[src/rtl/srx_pkg.sv]
package srx_pkg;
  typedef struct packed {
    logic clear;      // start of frame: clear accumulators
    logic shiftData;  // accepted bit is a data bit
    logic shiftCrc;   // accepted bit is a check bit
    logic emit;       // last bit of frame: present byte
    logic abort;      // six ones inside frame
  } srx_ctl_t;
endpackage

[src/rtl/srx_datapath.sv]
module srx_datapath
  import srx_pkg::*;
#(
  parameter int DATA_W = 8,
  parameter int CRC_W = 4,
  parameter logic [CRC_W-1:0] CRC_POLY = 4'b0011,
  parameter int STUFF_RUN = 5
) (
  input  logic              clk,
  input  logic              rst,
  input  logic              bitEn,
  input  logic              lineIn,
  input  srx_ctl_t          ctl,
  output logic              bitStrobe,
  output logic              bitVal,
  output logic              runFull,
  output logic              byteValid,
  output logic [DATA_W-1:0] byteData,
  output logic              crcErr,
  output logic              stuffErr
);
  localparam int RUN_W = $clog2(STUFF_RUN + 2);
  localparam logic [RUN_W-1:0] RUN_LIMIT = RUN_W'(STUFF_RUN);
  localparam logic [RUN_W-1:0] RUN_SAT = RUN_W'(STUFF_RUN + 1);

  logic             prevLevel;
  logic [RUN_W-1:0] runCnt;
  logic [DATA_W-1:0] dataSh;
  logic [CRC_W-1:0] crcCalc;
  logic [CRC_W-1:0] crcRx;
  logic [CRC_W-1:0] crcNext;
  logic [CRC_W-1:0] crcRxNext;
  logic             rawBit;
  logic             atLimit;
  logic             feedback;

  // NRZI: no change of level is a one
  assign rawBit    = (lineIn == prevLevel);
  assign atLimit   = (runCnt == RUN_LIMIT);
  assign bitVal    = rawBit;
  assign bitStrobe = bitEn && !(atLimit && !rawBit);
  assign runFull   = bitEn && rawBit && atLimit;

  assign feedback  = crcCalc[CRC_W-1] ^ bitVal;
  assign crcNext   = {crcCalc[CRC_W-2:0], 1'b0} ^ (feedback ? CRC_POLY : '0);
  assign crcRxNext = {crcRx[CRC_W-2:0], bitVal};

  always_ff @(posedge clk) begin
    if (rst) begin
      prevLevel <= 1'b1;
      runCnt    <= '0;
    end else if (bitEn) begin
      prevLevel <= lineIn;
      if (rawBit) begin
        if (runCnt != RUN_SAT) runCnt <= runCnt + 1'b1;
      end else begin
        runCnt <= '0;
      end
    end
  end

  always_ff @(posedge clk) begin
    if (rst) begin
      dataSh    <= '0;
      crcCalc   <= '0;
      crcRx     <= '0;
      byteData  <= '0;
      byteValid <= 1'b0;
      crcErr    <= 1'b0;
      stuffErr  <= 1'b0;
    end else begin
      byteValid <= ctl.emit;
      stuffErr  <= ctl.abort;
      crcErr    <= ctl.emit && (crcRxNext != crcCalc);
      if (ctl.clear) begin
        crcCalc <= '0;
        crcRx   <= '0;
      end
      if (ctl.shiftData) begin
        dataSh  <= {bitVal, dataSh[DATA_W-1:1]};
        crcCalc <= crcNext;
      end
      if (ctl.shiftCrc) crcRx <= crcRxNext;
      if (ctl.emit) byteData <= dataSh;
    end
  end
endmodule

[src/rtl/srx_control.sv]
module srx_control
  import srx_pkg::*;
#(
  parameter int DATA_W = 8,
  parameter int CRC_W = 4
) (
  input  logic     clk,
  input  logic     rst,
  input  logic     bitStrobe,
  input  logic     bitVal,
  input  logic     runFull,
  output srx_ctl_t ctl
);
  localparam int FRAME_LEN = DATA_W + CRC_W;
  localparam int CNT_W = $clog2(FRAME_LEN);

  typedef enum logic {IDLE, COLLECT} state_t;

  state_t           state, nextState;
  logic [CNT_W-1:0] bitCnt, nextCnt;

  always_comb begin
    ctl       = '0;
    nextState = state;
    nextCnt   = bitCnt;
    case (state)
      IDLE: begin
        if (bitStrobe && !bitVal) begin
          ctl.clear = 1'b1;
          nextState = COLLECT;
          nextCnt   = '0;
        end
      end
      default: begin
        if (runFull) begin
          ctl.abort = 1'b1;
          nextState = IDLE;
        end else if (bitStrobe) begin
          if (bitCnt < CNT_W'(DATA_W)) ctl.shiftData = 1'b1;
          else ctl.shiftCrc = 1'b1;
          if (bitCnt == CNT_W'(FRAME_LEN - 1)) begin
            ctl.emit  = 1'b1;
            nextState = IDLE;
          end
          nextCnt = bitCnt + 1'b1;
        end
      end
    endcase
  end

  always_ff @(posedge clk) begin
    if (rst) begin
      state  <= IDLE;
      bitCnt <= '0;
    end else begin
      state  <= nextState;
      bitCnt <= nextCnt;
    end
  end
endmodule

[src/rtl/srx_frame_receiver.sv]
module srx_frame_receiver
  import srx_pkg::*;
#(
  parameter int DATA_W = 8,
  parameter int CRC_W = 4,
  parameter logic [CRC_W-1:0] CRC_POLY = 4'b0011,
  parameter int STUFF_RUN = 5
) (
  input  logic              clk,
  input  logic              rst,
  input  logic              bitEn,
  input  logic              lineIn,
  output logic              byteValid,
  output logic [DATA_W-1:0] byteData,
  output logic              crcErr,
  output logic              stuffErr
);
  srx_ctl_t ctl;
  logic     bitStrobe;
  logic     bitVal;
  logic     runFull;

  srx_control #(.DATA_W(DATA_W), .CRC_W(CRC_W)) u_ctrl (
    .clk(clk), .rst(rst), .bitStrobe(bitStrobe), .bitVal(bitVal),
    .runFull(runFull), .ctl(ctl)
  );

  srx_datapath #(
    .DATA_W(DATA_W), .CRC_W(CRC_W), .CRC_POLY(CRC_POLY), .STUFF_RUN(STUFF_RUN)
  ) u_dp (
    .clk(clk), .rst(rst), .bitEn(bitEn), .lineIn(lineIn), .ctl(ctl),
    .bitStrobe(bitStrobe), .bitVal(bitVal), .runFull(runFull),
    .byteValid(byteValid), .byteData(byteData), .crcErr(crcErr),
    .stuffErr(stuffErr)
  );
endmodule

[config.mk]
export PLATFORM = sky130hd
export DESIGN_NAME = srx_frame_receiver
export DESIGN_NICKNAME = d
export VERILOG_FILES = /design/src/rtl/srx_pkg.sv /design/src/rtl/srx_datapath.sv /design/src/rtl/srx_control.sv /design/src/rtl/srx_frame_receiver.sv
export SDC_FILE = /design/constraint.sdc
export NUM_CORES = 1
export LEC_CHECK = 0
export ABC_AREA = 1
export BUFFER_PORTS_ARGS = -buffer_cell sky130_fd_sc_hd__buf_2
export CORE_ASPECT_RATIO = 1.2
export CORE_MARGIN = 1.5
export CORE_UTILIZATION = 50
export DETAILED_ROUTE_END_ITERATION = 10
export PLACE_DENSITY = 0.69
export SLEW_MARGIN = 30
export SYNTH_ARGS = -nofsm -noshare
export SYNTH_HDL_FRONTEND = slang
export SYNTH_SLANG_ARGS = --single-unit
[constraint.sdc]
create_clock -name clk -period 3.45 [get_ports clk]
set_input_delay 0.345 -clock clk [delete_from_list [all_inputs] [get_ports clk]]
set_output_delay 0.345 -clock clk [all_outputs]
set_load 0.02 [all_outputs]
==> results.yml, run 1 <==
yosys:
  synthArstFlopShare: 0
  netlist_instances: 214
  synth_cell_type_count: 27
  synth_seq_area_share: 0.443
  synth_mux_area_frac: 0
  synth_fa_ha_area_frac: 0.0316
  synth_area_mm2: 0.00158
  synthTopCellsByCount: "nand2_1 (50), dfxtp_1 (35), inv_1 (24), nor2_1 (24), a21oi_1 (23)"
  syn-num-nets: 222
  synth-xor-area-share: 0.0166
  avgSynthCellArea_um2: 7.40
  yosys.area.top_type: "dfxtp_1"
  synth-main-ff-cell: "dfxtp_1"
  synth_top_area_share: 0.443
  synth_top_family_by_area: "simple AND/OR/NAND/NOR gates"
  synth_edf_count: 0
  synth-compound-area-share: 0.120
  yosysWarnings: 0
  synthTopCellsByArea: "dfxtp_1 (44%), nand2_1 (12%), a21oi_1 (7.3%)"
  yosys.area_share.simple: 0.300
  yosysMostFrequentCell: "nand2_1"
  synth.ff_latch_count: 35
setup_path:
  endpoint_kind: "flip-flop"
  reg2reg_depth: 9
  regToRegEndpoint: "u_dp.crcCalc[3]"
  critical_path_class: "flip-flop to flip-flop"
  critPathMaxFanout: 16
  reg2reg_slack_ps: 1810
  cpMaxStageDelayCell: "dfxtp_1"
  critPathBufInv: 1
  worst_path_largest_cell_delay_ps: 380
  r2r-start: "u_dp.runCnt[1]"
  cp_cell_sequence: "inv_1 -> ha_1 -> nand2_2 -> nand2_1 -> nor2_2 -> nand2_2 -> and2_1 -> nand2_1 -> a21oi_1"
  required_ps: 3680
  start_kind: "flip-flop"
  arrival_ps: 1870
  path_delay_family: "simple AND/OR/NAND/NOR gates"
clock_network:
  clk_path_buf_depth: 2
  cts_tree: "done"
  htree_levels: 2
  ctsHoldBuffers: 0
  cts_made_buffers: 5
  postCtsResizedCells: 0
  clkLatencyLatePin_ps: 340
  cts.root.buffer_cell: "clkbuf_4"
  post_cts_buffers: 0
  clock_sinks: 35
  clkTransAtPathRegs_ps: 100
floorplan:
  die-area_mm2: 0.00351
  fp.dieW_um: 54.4
  rows: 22
  ios: 15
  die_h_um: 64.6
  floorplan.initialDensity: 0.523
  coreArea_mm2: 0.00303
grt:
  grt_util_all_layers: 0.183
  antenna_found_initial: 0
  grt_start_max_net_pins: 20
  grt_pass1_wl_um: 4630
  grt_overflow: 0
  grt_pass1_vias: 1136
place:
  gp_congestion: 0.784
  port_buffers: 14
  pre_cts_slack_ps: 1820
  dp_hpwl_um: 1910
timing:
  rsz0062_at_grt: "false"
  tns_ps: 0
  fin_crit_ps: 1640
  hold_violations: 0
  max_freq_mhz: 610
  fin_ws_ps: 1810
  setup_viol: 0
  skew_ps: 5.77
  finalCritPeriodShare: 0.475
  worstMarginPinSlew_ps: 446
  slew_headroom: 0.701
  final-max-slew-violation-count: 0
power_and_ir_drop:
  ir_drop_mv: 0.277
  power.static_leakage_uw: 0.000764
  power_density_mw_per_mm2: 452
run_status:
  outcome: "complete, no violations"
drt:
  drc_errors: 0
  wire_per_inst_um: 10.0
  drt.antenna.violating_nets: 0
  drtIter0Drc: 24
  dr.pass1.iters: 4
  drt-vias-per-instance: 4.81
  vias: 1279
  wl_um: 2670
final_layout:
  finalNetCount: 237
  drive_gt1_frac: 0.157
  nFillCells: 315
  areaGrowthSynthToFinish_pct: 10.2
  diodes: 0
hold_path:
  hold_class: "input pin to flip-flop"
  worst_hold_path.endpoint: "u_dp.prevLevel"
  hp-start: "lineIn"
  hold_depth: 3
run:
  maxCapViolCount: 0
## tightest hold or removal path, stage by stage
cell and delay [ps]:
buf_2 110, a21oi_1 50, o21ai_0 60
## layout by cell type (no fill, tap or decap), types with 2 or more instances in the layout
| cell type | count |
|---|---|
| inv_1 | 24 |
| nand2_1 | 50 |
| inv_2 | 2 |
| ha_1 | 4 |
| a21oi_1 | 23 |
| clkbuf_4 | 5 |
| nor2_1 | 24 |
| buf_2 | 14 |
| dfxtp_1 | 35 |
| nand2_2 | 5 |
| nand3_1 | 14 |
| o21ai_0 | 11 |
| xnor2_1 | 3 |
## cell families after synthesis
kind of cell,count (synthesis)
DFF,35
adders and majority gates,4
and+or+nand+nor,103
xor gates and xnor gates,3
AOI/OAI and AO/OA,36
buffers and inverters,33
## registers in the layout, indices dropped and copies added, names as in the netlist
name	flops
u_dp.prevLevel	1
u_dp.byteData	8
u_ctrl.bitCnt	4
u_dp.runCnt	3
u_dp.byteValid	1
u_dp.crcRx	3
u_dp.crcCalc	4
u_dp.stuffErr	1
u_ctrl.state	1
u_dp.dataSh	8
u_dp.crcErr	1
## final cells by class
class	count	area, µm²	share of cell area
clock buffers	6	51.3	0.0294
clock inverters	2	35.0	0.0201
inverters	27	101	0.0581
multi-input cells	146	741	0.425
flip-flops and latches	35	701	0.402
well taps	36	45.0	0.0258
repair buffers	14	70.1	0.0402
## stage by stage
step                instance area, µm²  instances  hold WS [ps]  total power (µW)  utilization
global placement                  1660        258           452               488        0.548
detailed placement                1660        258           459               489        0.548
global route                      1740        266           248               824        0.576
floorplan                         1580        214           430               477            -
CTS                               1740        266           247               794        0.576
finish                            1740        266           250               788        0.576
## per-layer routing
layer	share of wire	GRT usage	vias to the layer above
met1	0.48	0.208	556
met3	0.034	0.0691	5
met5	0	0	-
li1	-	-	704
met2	0.46	0.295	14
met4	0.022	0.0844	0
## worst max-delay path by stage
stage	from	end	depth (start not counted)
floorplan	u_dp.runCnt[1]	u_dp.dataSh[4]	9
global placement	u_dp.runCnt[1]	u_dp.crcCalc[1]	9
detailed placement	u_dp.runCnt[1]	u_dp.crcCalc[3]	9
CTS	u_dp.runCnt[1]	u_dp.crcCalc[3]	9
global route	u_dp.runCnt[1]	u_dp.dataSh[7]	9
finish	u_dp.runCnt[1]	u_dp.crcCalc[3]	9
## report_power, final
group | total (µW) | leakage (µW) | internal, µW | switching [µW]
logic | 57.8 | 0.000432 | 17.7 | 40.1
registers | 421 | 0.000283 | 414 | 7.59
clock network | 309 | 0.0000482 | 171 | 138
No activity file was read; power rests on OpenSTA's default activity.
==> inputs of run 2 (changes only) <==
- PLACE_DENSITY: 0.69 -> 0.72
- clock period: 3.45 -> 1.4 ns (I/O delays scaled with it)
==> results.yml, run 2 (same netlist as run 1, synthesis figures left out) <==
power_and_ir_drop:
  ir_drop_mv: 0.715
  p_sw_frac: 0.265
  p_seq_frac: 0.572
  pwr-share-comb: 0.119
  power_density_mw_per_mm2: 936
  p_sw_uw: 483
  clockPowerShare: 0.309
  internal_power_uw: 1340
  power.static_leakage_uw: 0.000847
clock_network:
  cts_tree: "done"
  cts.root.buffer_cell: "clkbuf_4"
  ctsHoldBuffers: 0
  post_cts_buffers: 0
  clock_sinks: 35
  clkTransAtPathRegs_ps: 110
  clkLatencyLatePin_ps: 340
  cts_made_buffers: 5
  htree_levels: 2
  clk_path_buf_depth: 2
timing:
  skew_ps: 13.2
  hold_violations: 0
  finalCritPeriodShare: 0.988
  fin_crit_ps: 1380
  final-max-slew-violation-count: 0
  worstMarginPinSlew_ps: 366
  rsz0062_at_grt: "true"
  max_freq_mhz: 723
  slew_headroom: 0.756
  setup_viol: 0
floorplan:
  die-area_mm2: 0.00351
  rows: 22
  fp.dieW_um: 54.4
  coreArea_mm2: 0.00303
  floorplan.initialDensity: 0.523
  die_h_um: 64.6
  ios: 15
setup_path:
  critPathBufInv: 2
  endpoint_kind: "flip-flop"
  critical_path_class: "flip-flop to flip-flop"
  cp_cell_sequence: "inv_2 -> ha_4 -> nand2_4 -> nand2_2 -> nor2_4 -> nand2_4 -> buf_6 -> o21ai_1 -> a21oi_1"
  cpMaxStageDelayCell: "dfxtp_2"
  required_ps: 1640
  path_delay_family: "simple AND/OR/NAND/NOR gates"
  worst_path_largest_cell_delay_ps: 350
  critPathMaxFanout: 8
  cp.depth: 9
  reg2reg_depth: 9
  arrival_ps: 1620
  path_common_cell: "nand2_4"
  start_kind: "flip-flop"
drt:
  drtIter0Drc: 39
  drt.antenna.violating_nets: 0
  vias: 1395
  dr.pass1.iters: 4
  drt-vias-per-instance: 5.00
  drc_errors: 0
  wire_per_inst_um: 11.5
  wl_um: 3210
grt:
  grt_pass1_vias: 1182
  grt_pass1_wl_um: 5060
  grt_overflow: 0
  antenna_found_initial: 0
  grt_start_max_net_pins: 20
  grt_util_all_layers: 0.197
final_layout:
  final_cell_area_mm2: 0.00194
  finalNonFillerCells: 279
  nFillCells: 276
  drive_gt1_frac: 0.305
  areaGrowthSynthToFinish_pct: 22.8
  final_common_cell: "nand2_1"
  seqCellArea_um2: 709
  diodes: 0
  finalNetCount: 251
  reg_top3: "u_dp.byteData (8), u_dp.dataSh (8)"
  multi_input_area_um2: 858
  final_cell_mix: "nand2_1 (47), dfxtp_1 (30), inv_1 (21), nor2_1 (21), a21oi_1 (20)"
run:
  maxCapViolCount: 0
hold_path:
  hold_class: "input pin to flip-flop"
  hold_depth: 3
place:
  port_buffers: 14
  dp.cells: 270
  gp_congestion: 0.738
  dp_hpwl_um: 2000
  place_area_mm2: 0.00175
run_status:
  outcome: "complete, no violations"
## run 2: final timing paths
path / to / slack [ps] / start
worst max-delay path: u_dp.dataSh[3] / 20 / u_dp.runCnt[1]
worst min-delay path: u_dp.prevLevel / 40 / lineIn
worst max register to register: u_dp.dataSh[3] / 20 / u_dp.runCnt[1]
worst min register to register: u_dp.byteData[4] / 470 / u_dp.byteData[4]
## run 2: what timing repair did
item / CTS / global route
setup endpoints to repair: 20 / 31
cloned: 0 / 2
gates resized for setup: 3 / 41
pin swaps: 2 / 15
## run 2: area by class of cell
cell class | instances | area share
clock inverter | 1 | 0.00257
tap | 36 | 0.0232
clock buffer | 6 | 0.0264
inverter | 27 | 0.0534
multi-input combinational | 148 | 0.441
timing repair buffer | 26 | 0.0882
sequential | 35 | 0.365
## run 2: worst register-to-register path: cells and delay by family, from the launching register on
| family | cells | cell delay, ps |
|---|---|---|
| AOI/OAI and AO/OA | 2 | 210 |
| buffers and inverters | 2 | 190 |
| DFF | 1 | 350 |
| and+or+nand+nor | 4 | 380 |
| adders and majority gates | 1 | 160 |
## run 2: stage by stage
stage,setup TNS [ps],setup slack (ps),hold slack [ps],total power (µW),util
final,0,16.8,41.4,1820,0.642
after floorplan,0,21.5,240,1180,-
after global routing,-341,-66.6,49.5,1920,0.642
after detailed placement,-8.58,-8.28,402,1240,0.579
after CTS,0,1.14,35.5,1800,0.600
after global placement,0,16.9,395,1240,0.579
## run 2: metal layers
metal  GRT usage  up-vias  part of all wire
met5           0        -                 0
met4      0.0938        0             0.018
met3      0.0622        5             0.041
met2       0.294       31              0.49
met1       0.254      625              0.45
li1            -      734                 -
## run 2: power by group through the flow
stage | Sequential [µW] | Combinational [µW] | Clock (µW)
CTS | 1030 | 183 | 581
finish | 1040 | 216 | 562
global placement | 1060 | 178 | 0
floorplan | 1050 | 122 | 0
global route | 1040 | 244 | 628
detailed placement | 1060 | 181 | 0
